**src/rtl/burst_pkg.sv**
```systemverilog
package burst_pkg;

    typedef enum logic [1:0] {
        ACT_HOLD     = 2'd0,
        ACT_LOAD_CPU = 2'd1,
        ACT_LOAD_CTL = 2'd2,
        ACT_DESEL    = 2'd3
    } strobe_act_e;

endpackage

```
**src/rtl/burst_strobe_decode.sv**
```systemverilog
module burst_strobe_decode
    import burst_pkg::*;
(
    input  logic        strobe_cpu_n,
    input  logic        strobe_ctl_n,
    input  logic        ce_a_n,
    input  logic        ce_b,
    input  logic        ce_c_n,
    output strobe_act_e act_o
);

    logic cpu_taken;
    logic ctl_taken;
    logic enables_ok;

    always_comb begin
        // processor strobe only counts while the first enable is active
        cpu_taken  = !strobe_cpu_n && !ce_a_n;
        ctl_taken  = !strobe_ctl_n && !cpu_taken;
        enables_ok = !ce_a_n && ce_b && !ce_c_n;
        act_o      = ACT_HOLD;
        if (cpu_taken || ctl_taken) begin
            if (!enables_ok) begin
                act_o = ACT_DESEL;
            end else if (cpu_taken) begin
                act_o = ACT_LOAD_CPU;
            end else begin
                act_o = ACT_LOAD_CTL;
            end
        end
    end

endmodule

```
**src/rtl/burst_seq_counter.sv**
```systemverilog
module burst_seq_counter #(
    parameter int CNT_W = 2
) (
    input  logic             clk,
    input  logic             rst_n,
    input  logic             load_i,
    input  logic [CNT_W-1:0] start_i,
    input  logic             step_i,
    input  logic             order_sel,
    output logic [CNT_W-1:0] low_o
);

    typedef struct packed {
        logic [CNT_W-1:0] start;
        logic [CNT_W-1:0] count;
    } cnt_state_t;

    cnt_state_t st_d, st_q;
    logic [CNT_W-1:0] lin_low;
    logic [CNT_W-1:0] xor_low;

    always_comb begin
        st_d = st_q;
        if (load_i) begin
            st_d.start = start_i;
            st_d.count = '0;
        end else if (step_i) begin
            st_d.count = st_q.count + 1'b1;
        end
    end

    always_ff @(posedge clk) begin
        if (!rst_n) begin
            st_q <= '0;
        end else begin
            st_q <= st_d;
        end
    end

    // per-bit walk builders: wrap is implicit in the CNT_W-bit width
    assign lin_low = st_q.start + st_q.count;
    for (genvar b = 0; b < CNT_W; b++) begin : g_xor
        assign xor_low[b] = st_q.start[b] ^ st_q.count[b];
    end

    assign low_o = order_sel ? xor_low : lin_low;

endmodule

```
**src/rtl/burst_addr_gen.sv**
```systemverilog
module burst_addr_gen
    import burst_pkg::*;
#(
    parameter int ADDR_W = 17,
    parameter int CNT_W  = 2
) (
    input  logic              clk,
    input  logic              rst_n,
    input  logic [ADDR_W-1:0] addr_i,
    input  logic              strobe_cpu_n,
    input  logic              strobe_ctl_n,
    input  logic              advance_n,
    input  logic              ce_a_n,
    input  logic              ce_b,
    input  logic              ce_c_n,
    input  logic              order_sel,
    output logic [ADDR_W-1:0] array_addr_o,
    output logic              active_o,
    output logic              burst_start_o,
    output logic              cpu_src_o
);

    localparam int UP_W = ADDR_W - CNT_W;

    typedef struct packed {
        logic [UP_W-1:0] upper;
        logic            active;
        logic            bstart;
        logic            src_cpu;
    } gen_state_t;

    gen_state_t  st_d, st_q;
    strobe_act_e act;
    logic        do_load;
    logic        do_step;
    logic [CNT_W-1:0] low;

    burst_strobe_decode u_dec (
        .strobe_cpu_n (strobe_cpu_n),
        .strobe_ctl_n (strobe_ctl_n),
        .ce_a_n       (ce_a_n),
        .ce_b         (ce_b),
        .ce_c_n       (ce_c_n),
        .act_o        (act)
    );

    always_comb begin
        st_d    = st_q;
        do_load = 1'b0;
        do_step = 1'b0;
        st_d.bstart = 1'b0;
        case (act)
            ACT_LOAD_CPU, ACT_LOAD_CTL: begin
                do_load      = 1'b1;
                st_d.upper   = addr_i[ADDR_W-1:CNT_W];
                st_d.active  = 1'b1;
                st_d.bstart  = 1'b1;
                st_d.src_cpu = (act == ACT_LOAD_CPU);
            end
            ACT_DESEL: begin
                st_d.active = 1'b0;
            end
            default: begin
                do_step = !advance_n && st_q.active;
            end
        endcase
    end

    always_ff @(posedge clk) begin
        if (!rst_n) begin
            st_q <= '0;
        end else begin
            st_q <= st_d;
        end
    end

    burst_seq_counter #(.CNT_W(CNT_W)) u_cnt (
        .clk       (clk),
        .rst_n     (rst_n),
        .load_i    (do_load),
        .start_i   (addr_i[CNT_W-1:0]),
        .step_i    (do_step),
        .order_sel (order_sel),
        .low_o     (low)
    );

    assign array_addr_o  = {st_q.upper, low};
    assign active_o      = st_q.active;
    assign burst_start_o = st_q.bstart;
    assign cpu_src_o     = st_q.src_cpu;

endmodule

```
**config.mk**
```make
export PLATFORM = sky130hd
export DESIGN_NAME = burst_addr_gen
export DESIGN_NICKNAME = d
export VERILOG_FILES = /design/src/rtl/burst_pkg.sv /design/src/rtl/burst_strobe_decode.sv /design/src/rtl/burst_seq_counter.sv /design/src/rtl/burst_addr_gen.sv
export SDC_FILE = /design/constraint.sdc
export NUM_CORES = 1
export LEC_CHECK = 0
export BUFFER_PORTS_ARGS = -buffer_cell sky130_fd_sc_hd__buf_4
export CAP_MARGIN = 20
export CELL_PAD_IN_SITES_DETAIL_PLACEMENT = 0
export CELL_PAD_IN_SITES_GLOBAL_PLACEMENT = 1
export CORE_ASPECT_RATIO = 1.25
export CORE_MARGIN = 5
export CORE_UTILIZATION = 30
export CTS_CLUSTER_SIZE = 8
export DETAILED_ROUTE_END_ITERATION = 10
export PLACE_DENSITY = 0.77
export SYNTH_ARGS = -nofsm -noshare
export SYNTH_HDL_FRONTEND = slang
export SYNTH_SLANG_ARGS = --single-unit
```
**constraint.sdc**
```tcl
create_clock -name clk -period 2.1 [get_ports clk]
set_input_delay 0.42 -clock clk [delete_from_list [all_inputs] [get_ports clk]]
set_output_delay 0.42 -clock clk [all_outputs]
set_load 0.005 [all_outputs]
```
==> key figures, run 1 <==
Global route
  – Initial antenna violation count: 0
  – Pin count of the biggest net entering global routing: 20
  – Vias in the first global route: 671
  – GR Util All Layers: 9.90%
  – First-pass GRT wire length: 2990 um
  – Grt ovf: 0

Finish
  – Final Cell Area: 0.00120 mm^2
  – Nets: 139
  – P&R area growth vs syn: 49.3%
  – Layout cells sized above 1: 53.2%
  – Antenna cell count: 0
  – Final core occ: 45.9%

Hold path
  – Hold crit path type: in2reg
  – Hold path depth: 2

Synthesis
  – Share of the yosys chip area belonging to registers: 54.6%
  – Yosys Warn Count: 0
  – Cells after Synth: 64
  – Syn avg cell area: 12.6 um^2
  – Unique masters post-synth: 21
  – Area share of the largest cell type after synthesis: 54.6%
  – Register bit total from synthesis: 22
  – Top cells by area, synth: dfxtp_1 55%, a22o_1 11%, a22o_2 8.7%
  – Yosys top cell by area: dfxtp_1
  – Synth Cell Area: 807 um^2
  – Post-Syn Nets: 91

CTS
  – Clk slew on worst S/H paths: 120 ps
  – CTS sink cnt: 22
  – Count of hold-fix buffers inserted at cts: 0
  – Depth of the CTS H-tree: 1
  – Post-CTS Resized: 0
  – Clock Tree Buf Depth: 2
  – Skew-Pair Late Insertion Delay: 290 ps
  – Clock root buffer: clkbuf_4
  – CTS tree: built
  – Post-CTS Repair Setup Buffers: 0
  – Cts bufs inserted: 3

Floorplan
  – Die width: 56.4 um
  – Core ar.: 0.00263 mm^2
  – Initial Util: 30.7%
  – Io pins: 46
  – # rows: 21
  – Die Y: 68.0 um
  – Die ar.: 0.00383 mm^2

Routing
  – # DRC: 0
  – Routed len/inst: 12.8 um
  – Post-route ant nets: 0
  – Routed WL: 1860 um
  – 1st-iter DRT viols: 16
  – Vias/cell: 4.66
  – Vias post-DR: 676
  – Iteration count of the initial detailed-routing pass: 4

Setup path
  – Worst Path Arrival: 1250 ps
  – Max stage delay on crit path: 390 ps
  – Worst R2R Path Depth: 3
  – Req. time, crit path: 1680 ps
  – Setup crit start kind: flip-flop
  – R2R Setup Slk: 1020 ps
  – CP Capture Type: output port
  – Slowest CP cell: dfxtp_1
  – CP Buf/Inv Count: 1
  – Crit-path max FO: 4
  – Worst path depth: 4
  – CP top delay family: flip-flops
  – CP cell instances: ha_1, nor2b_1, xnor2_1, buf_4
  – Setup CP Type: reg2out

Timing
  – Setup TNS: 0 ps
  – Setup ws final: 426 ps
  – RSZ-0062 raised after global routing: no
  – Clk_skew: 0.792 ps
  – Fin. max-slew vios: 0
  – FMAX: 597 MHz
  – Slew Limit Headroom: 49.8%
  – Final Setup Violations: 0
  – Worst slew pin tran: 748 ps
  – Period minus WS final: 1670 ps
  – Final Hold Viols: 0
  – Hold WS: 330 ps
  – Tcrit/Tclk final: 79.7%

Placed design
  – Place WS: 456 ps
  – Placed Area: 0.00115 mm^2
  – Final HPWL DP: 1450 um
  – Port bufs: 45
  – GPL Wtd Cong: 0.667

Pwr
  – PD cells: 694 mW/mm^2
  – P_sw: 0.157 mW
  – Peak supply drop: 0.000258 V
  – Reg power frac: 52.1%
  – Logic pwr share: 10.5%
  – Fraction of power spent switching nets: 18.8%
  – LEAKAGE: 0.554 nW
  – Clock Power Share: 37.5%
  – Cell-internal power: 0.679 mW

Outcome
  – Run status: finished clean

Job
  – Max_cap viols: 0
==> Yosys cell counts <==
cell	number
dfxtp_1	22
a22o_1	10
a22o_2	7
a21boi_0	2
buf_6	2
nand2_1	2
o21a_1	2
o21ai_0	2
or3_1	2
xnor2_1	2
a21boi_1	1
a21boi_2	1
and3_1	1
buf_12	1
ha_1	1
nand2b_1	1
nor2_1	1
nor2b_1	1
nor3b_4	1
o211ai_1	1
or3b_1	1
==> per-stage QoR <==
| stage | std cells | power [mW] |
|---|---|---|
| 6_report | 145 | 0.836 |
| 2_1_floorplan | 64 | 0.476 |
| 3_3_place_gp | 141 | 0.533 |
| 5_1_grt | 145 | 0.877 |
| 3_5_place_dp | 141 | 0.534 |
| 4_1_cts | 145 | 0.852 |
==> cells by family after synthesis <==
kind of cell    Yosys count  synth area share, %
compound gates           26                 27.8
simple gates             10                 8.68
flops                    22                 54.6
buf+inv                   3                 5.27
xor+xnor                  2                 2.17
fa+ha+maj                 1                 1.55
==> layout by cell type, fill, tap and decap left out <==
| cell | n |
|---|---|
| clkbuf_4 | 3 |
| a21boi_0 | 2 |
| nor2b_1 | 1 |
| buf_4 | 46 |
| nand2_1 | 2 |
| a22o_2 | 7 |
| o21a_1 | 2 |
| ha_1 | 1 |
| a21boi_2 | 1 |
| a22o_1 | 10 |
| or3b_1 | 1 |
| nor2_1 | 1 |
| or3_1 | 2 |
| nor3b_4 | 1 |
| o211ai_1 | 1 |
| dfxtp_1 | 22 |
| xnor2_1 | 2 |
| a21boi_1 | 1 |
| nand2b_1 | 1 |
| bufinv_16 | 1 |
| and3_1 | 1 |
| o21ai_0 | 2 |
==> per-layer routing <==
layer | wire, um | vias up | share of wire (%) | GRT usage, %
met4 | 17 | 0 | 0.91 | 4.45
met5 | 0 | - | 0 | 0
li1 | - | 334 | - | -
met2 | 769 | 38 | 41 | 14.0
met1 | 848 | 302 | 46 | 12.9
met3 | 225 | 2 | 12 | 4.34
==> sequential cells by signal (all words and copies together) (netlist names) <==
name           cells
burst_start_o      1
cpu_src_o          1
u_cnt.st_q         4
active_o           1
array_addr_o      15
==> final cells by class <==
cell class,count,area (um^2)
Clock buffer,3,22.5
Clock inverter,1,30.0
Fill cell,263,1420
Multi-Input combinational cell,39,324
Sequential cell,22,440
Tap cell,34,42.5
Timing Repair Buffer,46,345
==> worst paths after layout <==
kind                                       from               end
worst max-delay path              u_cnt.st_q[0]   array_addr_o[1]
worst min-delay path                 addr_i[13]  array_addr_o[13]
worst max register to register         active_o     u_cnt.st_q[1]
worst min register to register  array_addr_o[9]   array_addr_o[9]
==> power by group through the flow <==
stage	Combinational, mW	Clock (mW)	Sequential (mW)
after floorplan	0.0312	0	0.445
after global placement	0.0882	0	0.444
after detailed placement	0.0895	0	0.444
after CTS	0.0896	0.327	0.435
after global routing	0.0963	0.344	0.437
final	0.0876	0.313	0.435
No activity file was read; power rests on OpenSTA's default activity.
==> inputs of run 2 (changes only) <==
--- a/config.mk
+++ b/config.mk
@@ -11,10 +11,10 @@
 export CELL_PAD_IN_SITES_GLOBAL_PLACEMENT = 1
 export CORE_ASPECT_RATIO = 1.25
 export CORE_MARGIN = 5
-export CORE_UTILIZATION = 30
+export CORE_UTILIZATION = 28
 export CTS_CLUSTER_SIZE = 8
 export DETAILED_ROUTE_END_ITERATION = 10
-export PLACE_DENSITY = 0.77
+export PLACE_DENSITY = 0.76
 export SYNTH_ARGS = -nofsm -noshare
 export SYNTH_HDL_FRONTEND = slang
 export SYNTH_SLANG_ARGS = --single-unit
==> constraint.sdc (replaced) <==
create_clock -name clk -period 1.4 [get_ports clk]
set_input_delay 0.28 -clock clk [delete_from_list [all_inputs] [get_ports clk]]
set_output_delay 0.28 -clock clk [all_outputs]
set_load 0.005 [all_outputs]
==> key figures, run 2 (same netlist as run 1, synthesis figures left out) <==
Timing
  – Clk_skew: 0.230 ps (-0.562 ps)
  – RSZ-0062 raised after global routing: yes
  – Fin. max-slew vios: 0 (unchanged)
  – Hold WS: 189 ps (-141 ps)
  – Setup TNS: -49.2 ps (-49.2 ps)
  – FMAX: 690 MHz
  – Final Hold Viols: 0 (unchanged)
  – Setup ws final: -49.2 ps (-475 ps)
  – Final Setup Violations: 1 (+1)
  – Slew Limit Headroom: 44.4% (-5.4 points)
  – Tcrit/Tclk final: 104%
  – Worst slew pin tran: 829 ps (+81.3 ps)
  – Period minus WS final: 1450 ps

CTS
  – Clock Tree Buf Depth: 2 (unchanged)
  – CTS sink cnt: 22 (unchanged)
  – Clock root buffer: clkbuf_4
  – Count of hold-fix buffers inserted at cts: 0 (unchanged)
  – Cts bufs inserted: 3 (unchanged)
  – Clk slew on worst S/H paths: 120 ps (about the same)
  – CTS tree: built
  – Skew-Pair Late Insertion Delay: 290 ps (about the same)
  – Depth of the CTS H-tree: 1 (unchanged)

Global route
  – Initial antenna violation count: 0 (unchanged)
  – GR Util All Layers: 9.15% (-0.75 points)
  – Pin count of the biggest net entering global routing: 20 (unchanged)
  – Grt ovf: 0 (unchanged)
  – First-pass GRT wire length: 2990 um (unchanged)
  – Vias in the first global route: 682 (+1.6%)

Routing
  – Uppermost layer routed: met4
  – Iteration count of the initial detailed-routing pass: 4 (unchanged)
  – Met1 wire length: 888 um (+4.7%)
  – Met2 wire len: 782 um (+1.7%)
  – Vias/cell: 4.54 (-2.7%)
  – Routed WL: 1910 um (+2.6%)
  – Vias post-DR: 667 (-1.3%)
  – # DRC: 0 (unchanged)
  – Met3 wire length: 230 um (+2.2%)
  – Routed len/inst: 13.0 um (+1.2%)
  – Post-route ant nets: 0 (unchanged)
  – 1st-iter DRT viols: 30 (+14)

Outcome
  – Run status: complete, but fails checks
  – Violations in the final reports: setup timing

Setup path
  – CP Buf/Inv Count: 1 (unchanged)
  – Max stage delay on crit path: 350 ps (-40 ps)
  – Req. time, crit path: 1120 ps (-560 ps)
  – CP cell instances: ha_4, nor2b_4, xnor2_2, buf_4
  – Worst Path Arrival: 1170 ps (-80 ps)
  – Setup crit start kind: flip-flop
  – CP top delay family: flip-flops
  – Crit-path max FO: 2 (-2)
  – Setup CP Type: reg2out
  – CP Capture Type: output port
  – Slowest CP cell: dfxtp_2

Finish
  – Final Cell Area: 0.00127 mm^2 (+5.4%)
  – Antenna cell count: 0 (unchanged)
  – Finished Layout Cells: 147 (+1.4%)
  – Commonest non-fill, non-tap cells in the layout: 47 x buf_4, 20 x dfxtp_1, 10 x a22o_1
  – Layout cells sized above 1: 59.3% (+6.1 points)
  – Final core occ: 46.5% (+0.62 points)
  – Most common cell after layout, fill and taps aside: buf_4
  – Nets: 141 (+1.4%)
  – P&R area growth vs syn: 57.4%
  – Max FFs per register: 15 (unchanged)
  – Filler cell count: 275 (+4.6%)

Pwr
  – Cell-internal power: 1.02 mW (+51%)
  – Reg power frac: 51.9% (-0.2 points)
  – P_sw: 0.236 mW (+51%)
  – Power Total: 1.26 mW (+51%)
  – LEAKAGE: 0.575 nW (+3.8%)
  – PD cells: 992 mW/mm^2 (+43%)
  – Fraction of power spent switching nets: 18.8% (about the same)
  – Peak supply drop: 0.000437 V (+69%)
  – Logic pwr share: 11.0% (+0.5 points)
  – Clock Power Share: 37.1% (-0.4 points)

Floorplan
  – Die Y: 70.0 um (+3.0%)
  – Die ar.: 0.00406 mm^2 (+6.0%)
  – Core ar.: 0.00273 mm^2 (+4.0%)
  – Io pins: 46 (unchanged)
  – Initial Util: 29.5% (-1.2 points)
  – # rows: 21 (unchanged)
  – Die width: 58.0 um (+2.9%)

Job
  – Max_cap viols: 0 (unchanged)

Hold path
  – Hold crit path type: in2reg

Placed design
  – Placed instance count: 141 (unchanged)
  – Final HPWL DP: 1480 um (+1.5%)
  – Placed Area: 0.00116 mm^2 (+1.1%)
  – Place WS: -116 ps (-572 ps)
  – Port bufs: 45 (unchanged)
  – GPL Wtd Cong: 0.673 (+0.87%)
[run 2: layout make-up]
class / instances / area (um^2) / area share, %
Tap cell: 34 / 42.5 / 3.35
Clock buffer: 3 / 22.5 / 1.77
Clock inverter: 1 / 30.0 / 2.36
Multi-Input combinational cell: 39 / 359 / 28.3
Sequential cell: 22 / 443 / 34.9
Timing Repair Buffer: 48 / 373 / 29.4
[run 2: metal layers]
metal,global-route usage (%),vias to the layer above
met3,2.39,2
met4,3.09,0
met1,12.3,289
li1,-,339
met2,13.9,37
met5,0,-
[run 2: timing repair]
action	in CTS	in global routing
buffers inserted	1	1
cloned	0	0
gates resized for setup	7	1
endpoints found under the setup margin	1	1
pin swaps	1	1
[run 2: power by group through the flow]
stage | sequential, mW | combinational [mW] | clock (mW)
2_1_floorplan | 0.667 | 0.0468 | 0
3_3_place_gp | 0.666 | 0.135 | 0
3_5_place_dp | 0.666 | 0.137 | 0
4_1_cts | 0.653 | 0.140 | 0.482
5_1_grt | 0.656 | 0.151 | 0.505
6_report | 0.654 | 0.139 | 0.467
[run 2: worst paths after layout]
check                   startpoint                to  slack (ps)  cells after the start
setup / recovery     u_cnt.st_q[2]   array_addr_o[1]         -50                      4
hold / removal          addr_i[16]  array_addr_o[16]         190                      2
setup reg to reg          active_o     u_cnt.st_q[1]         310                      3
hold reg to reg   array_addr_o[12]  array_addr_o[12]         490                      1
==> inputs of run 3 (changes only) <==
--- a/config.mk
+++ b/config.mk
@@ -11,10 +11,12 @@
 export CELL_PAD_IN_SITES_GLOBAL_PLACEMENT = 1
 export CORE_ASPECT_RATIO = 1.25
 export CORE_MARGIN = 5
-export CORE_UTILIZATION = 28
+export CORE_UTILIZATION = 30
 export CTS_CLUSTER_SIZE = 8
 export DETAILED_ROUTE_END_ITERATION = 10
-export PLACE_DENSITY = 0.76
+export PLACE_DENSITY = 0.77
+export REMOVE_ABC_BUFFERS = 1
 export SYNTH_ARGS = -nofsm -noshare
 export SYNTH_HDL_FRONTEND = slang
+export SYNTH_HIERARCHICAL = 1
 export SYNTH_SLANG_ARGS = --single-unit
==> key figures, run 3 <==
CTS
  – CTS sink cnt: 22 (unchanged)
  – Depth of the CTS H-tree: 1 (unchanged)
  – CTS tree: built
  – Skew-Pair Late Insertion Delay: 250 ps (-40 ps)
  – Cts bufs inserted: 3 (unchanged)
  – Clock Tree Buf Depth: 2 (unchanged)
  – Clock root buffer: clkbuf_8
  – Clk slew on worst S/H paths: 70 ps (-50 ps)
  – Count of hold-fix buffers inserted at cts: 0 (unchanged)

Timing
  – FMAX: 715 MHz (+3.6%)
  – Final Hold Viols: 0 (unchanged)
  – Period minus WS final: 1400 ps (-50.4 ps)
  – Worst slew pin tran: 187 ps (-642 ps)
  – Setup TNS: 0 ps (+49.2 ps)
  – Tcrit/Tclk final: 99.9% (-3.6 points)
  – RSZ-0062 raised after global routing: yes
  – Hold WS: 283 ps (+94.4 ps)
  – Final Setup Violations: 0 (-1)
  – Slew Limit Headroom: 87.5% (+43 points)
  – Clk_skew: 0.824 ps (+0.595 ps)
  – Fin. max-slew vios: 0 (unchanged)

Finish
  – Antenna cell count: 0 (unchanged)
  – Filler cell count: 315 (+15%)
  – Most common cell after layout, fill and taps aside: buf_4
  – P&R area growth vs syn: 58.6%
  – Commonest non-fill, non-tap cells in the layout: 49 x buf_4, 20 x dfxtp_1, 18 x nor2b_1
  – Max FFs per register: 15 (unchanged)
  – Layout cells sized above 1: 54.0% (-5.3 points)
  – Nets: 171 (+21%)
  – Final core occ: 48.4% (+1.9 points)
  – Final Cell Area: 0.00152 mm^2 (+20%)

Global route
  – GR Util All Layers: 10.5% (+1.4 points)
  – First-pass GRT wire length: 3570 um (+20%)
  – Initial antenna violation count: 0 (unchanged)
  – Pin count of the biggest net entering global routing: 22 (+10%)
  – Vias in the first global route: 827 (+21%)
  – Grt ovf: 0 (unchanged)

Synthesis
  – Area share of the largest cell type after synthesis: 46.0% (-8.6 points)
  – Post-synth EDFFs: 0 (unchanged)
  – Synth async-reset ratio: 0% (unchanged)
  – Syn avg cell area: 11.1 um^2 (-12%)
  – Unique masters post-synth: 22 (+4.8%)
  – Register bit total from synthesis: 22 (unchanged)
  – Most frequent cells after synthesis: 22 x dfxtp_1, 19 x nor2b_1, 18 x mux2i_1, 4 x ha_1
  – Top cells by area, synth: dfxtp_1 46%, mux2i_1 19%, nor2b_1 12%
  – Cells after Synth: 86 (+34%)
  – Yosys Warn Count: 6 (+6)
  – Yosys top cell by area: dfxtp_1
  – Synth Cell Area: 957 um^2 (+19%)
  – Share of the yosys chip area belonging to registers: 46.0% (-8.6 points)
  – Primary FF master, synth: dfxtp_1
  – Count leader, synth: dfxtp_1

Routing
  – # DRC: 0 (unchanged)
  – Vias/cell: 4.38 (-3.5%)
  – Iteration count of the initial detailed-routing pass: 2 (-2)
  – 1st-iter DRT viols: 5 (-83%)
  – Routed len/inst: 12.3 um (-5.0%)
  – Vias post-DR: 771 (+16%)
  – Post-route ant nets: 0 (unchanged)
  – Routed WL: 2170 um (+14%)

Setup path
  – Slowest CP cell: dfxtp_2
  – Setup crit start kind: flip-flop
  – Worst Path Arrival: 1120 ps (-50 ps)
  – R2R Setup Slk: 530 ps (+220 ps)
  – Setup CP Type: reg2out
  – CP Capture Type: output port
  – Req. time, crit path: 1120 ps (about the same)
  – CP cell instances: ha_2, nor2b_4, xnor2_1, buf_4
  – Crit-path max FO: 2 (unchanged)
  – Max stage delay on crit path: 320 ps (-30 ps)

Floorplan
  – Die ar.: 0.00443 mm^2 (+9.0%)
  – Io pins: 46 (unchanged)
  – Die width: 60.5 um (+4.3%)
  – Initial Util: 30.5% (+0.98 points)
  – Core ar.: 0.00314 mm^2 (+15%)
  – Die Y: 73.2 um (+4.5%)
  – # rows: 23 (+9.5%)

Pwr
  – Peak supply drop: 0.000694 V (+59%)
  – PD cells: 999 mW/mm^2 (+0.71%)
  – LEAKAGE: 0.704 nW (+22%)

Outcome
  – Run status: finished clean

Placed design
  – Port bufs: 45 (unchanged)
  – Placed Area: 0.00135 mm^2 (+16%)
  – Final HPWL DP: 1590 um (+7.8%)
  – GPL Wtd Cong: 0.657 (-2.4%)

Job
  – Max_cap viols: 0 (unchanged)

Hold path
  – Hold crit path type: in2reg
-- run 3: cell types whose count changed in the layout (fill, tap and decap cells not counted), moves of 3 or more --
cell,delta
nor2b_1,+18
mux2i_1,+16
a22o_1,-10
a22o_2,-7
clkbuf_4,-3
clkbuf_8,+3
inv_2,+3
xnor2_1,+3
-- run 3: path summary, 6_finish.rpt --
kind	startpoint	endpoint	cells after the start
worst min-delay path	addr_i[8]	array_addr_o[8]	3
worst min register to register	u_cnt/st_q[2]	u_cnt/st_q[2]	2
worst max register to register	active_o	u_cnt/st_q[1]	4
worst max-delay path	u_cnt/st_q[2]	array_addr_o[1]	4
-- run 3: worst max-delay path, delay by kind of cell (launching register included) --
family / cells / cell delay, ps
XOR/XNOR: 1 / 140
buffers and inverters: 1 / 130
adder cells (fa/ha/maj): 1 / 170
AND/OR/NAND/NOR: 1 / 120
flip-flops: 1 / 320
-- run 3: per-stage QoR --
step	setup slack (ps)	total power, mW	cells
after floorplan	-456	0.886	83
after global placement	-284	1.08	169
after detailed placement	-323	1.09	169
after CTS	-25.5	1.51	176
after global routing	-71.8	1.61	176
final	1.19	1.52	176
-- run 3: what timing repair did --
action,in CTS,in global routing
gates cloned,1,0
resized for setup,5,19
setup endpoints to repair,21,21
setup buffers,3,0
pin swaps,1,6
-- run 3: where the power goes --
| group | total [mW] | leakage (nW) | switching [mW] | internal (mW) |
|---|---|---|---|---|
| Sequential | 0.710 | 0.182 | 0.0288 | 0.681 |
| Clock | 0.371 | 0.0216 | 0.179 | 0.191 |
| Combinational | 0.436 | 0.500 | 0.157 | 0.279 |
| Total | 1.52 | 0.704 | 0.365 | 1.15 |
-- run 3: cell families after synthesis --
kind of cell,synth area share (%)
AND/OR/NAND/NOR,17.3
multiplexers,18.8
AO/OA/AOI/OAI,5.10
XOR/XNOR,2.75
buffers and inverters,4.84
adder cells (fa/ha/maj),5.23
flip-flops,46.0
-- run 3: cell type report --
class	count	area, um^2	share of cell area [%]
clock buffers	3	41.3	2.72
repair buffers	53	442	29.1
inverters	3	11.3	0.742
flip-flops and latches	22	443	29.2
multi-input cells	58	534	35.2
well taps	37	46.3	3.05
-- run 3: metal layers --
layer	GRT usage, %	wire length [um]	up-vias
li1	-	-	391
met1	12.7	833	350
met2	17.2	1130	30
met3	3.72	206	0
met4	3.61	0	0
met5	0	0	-
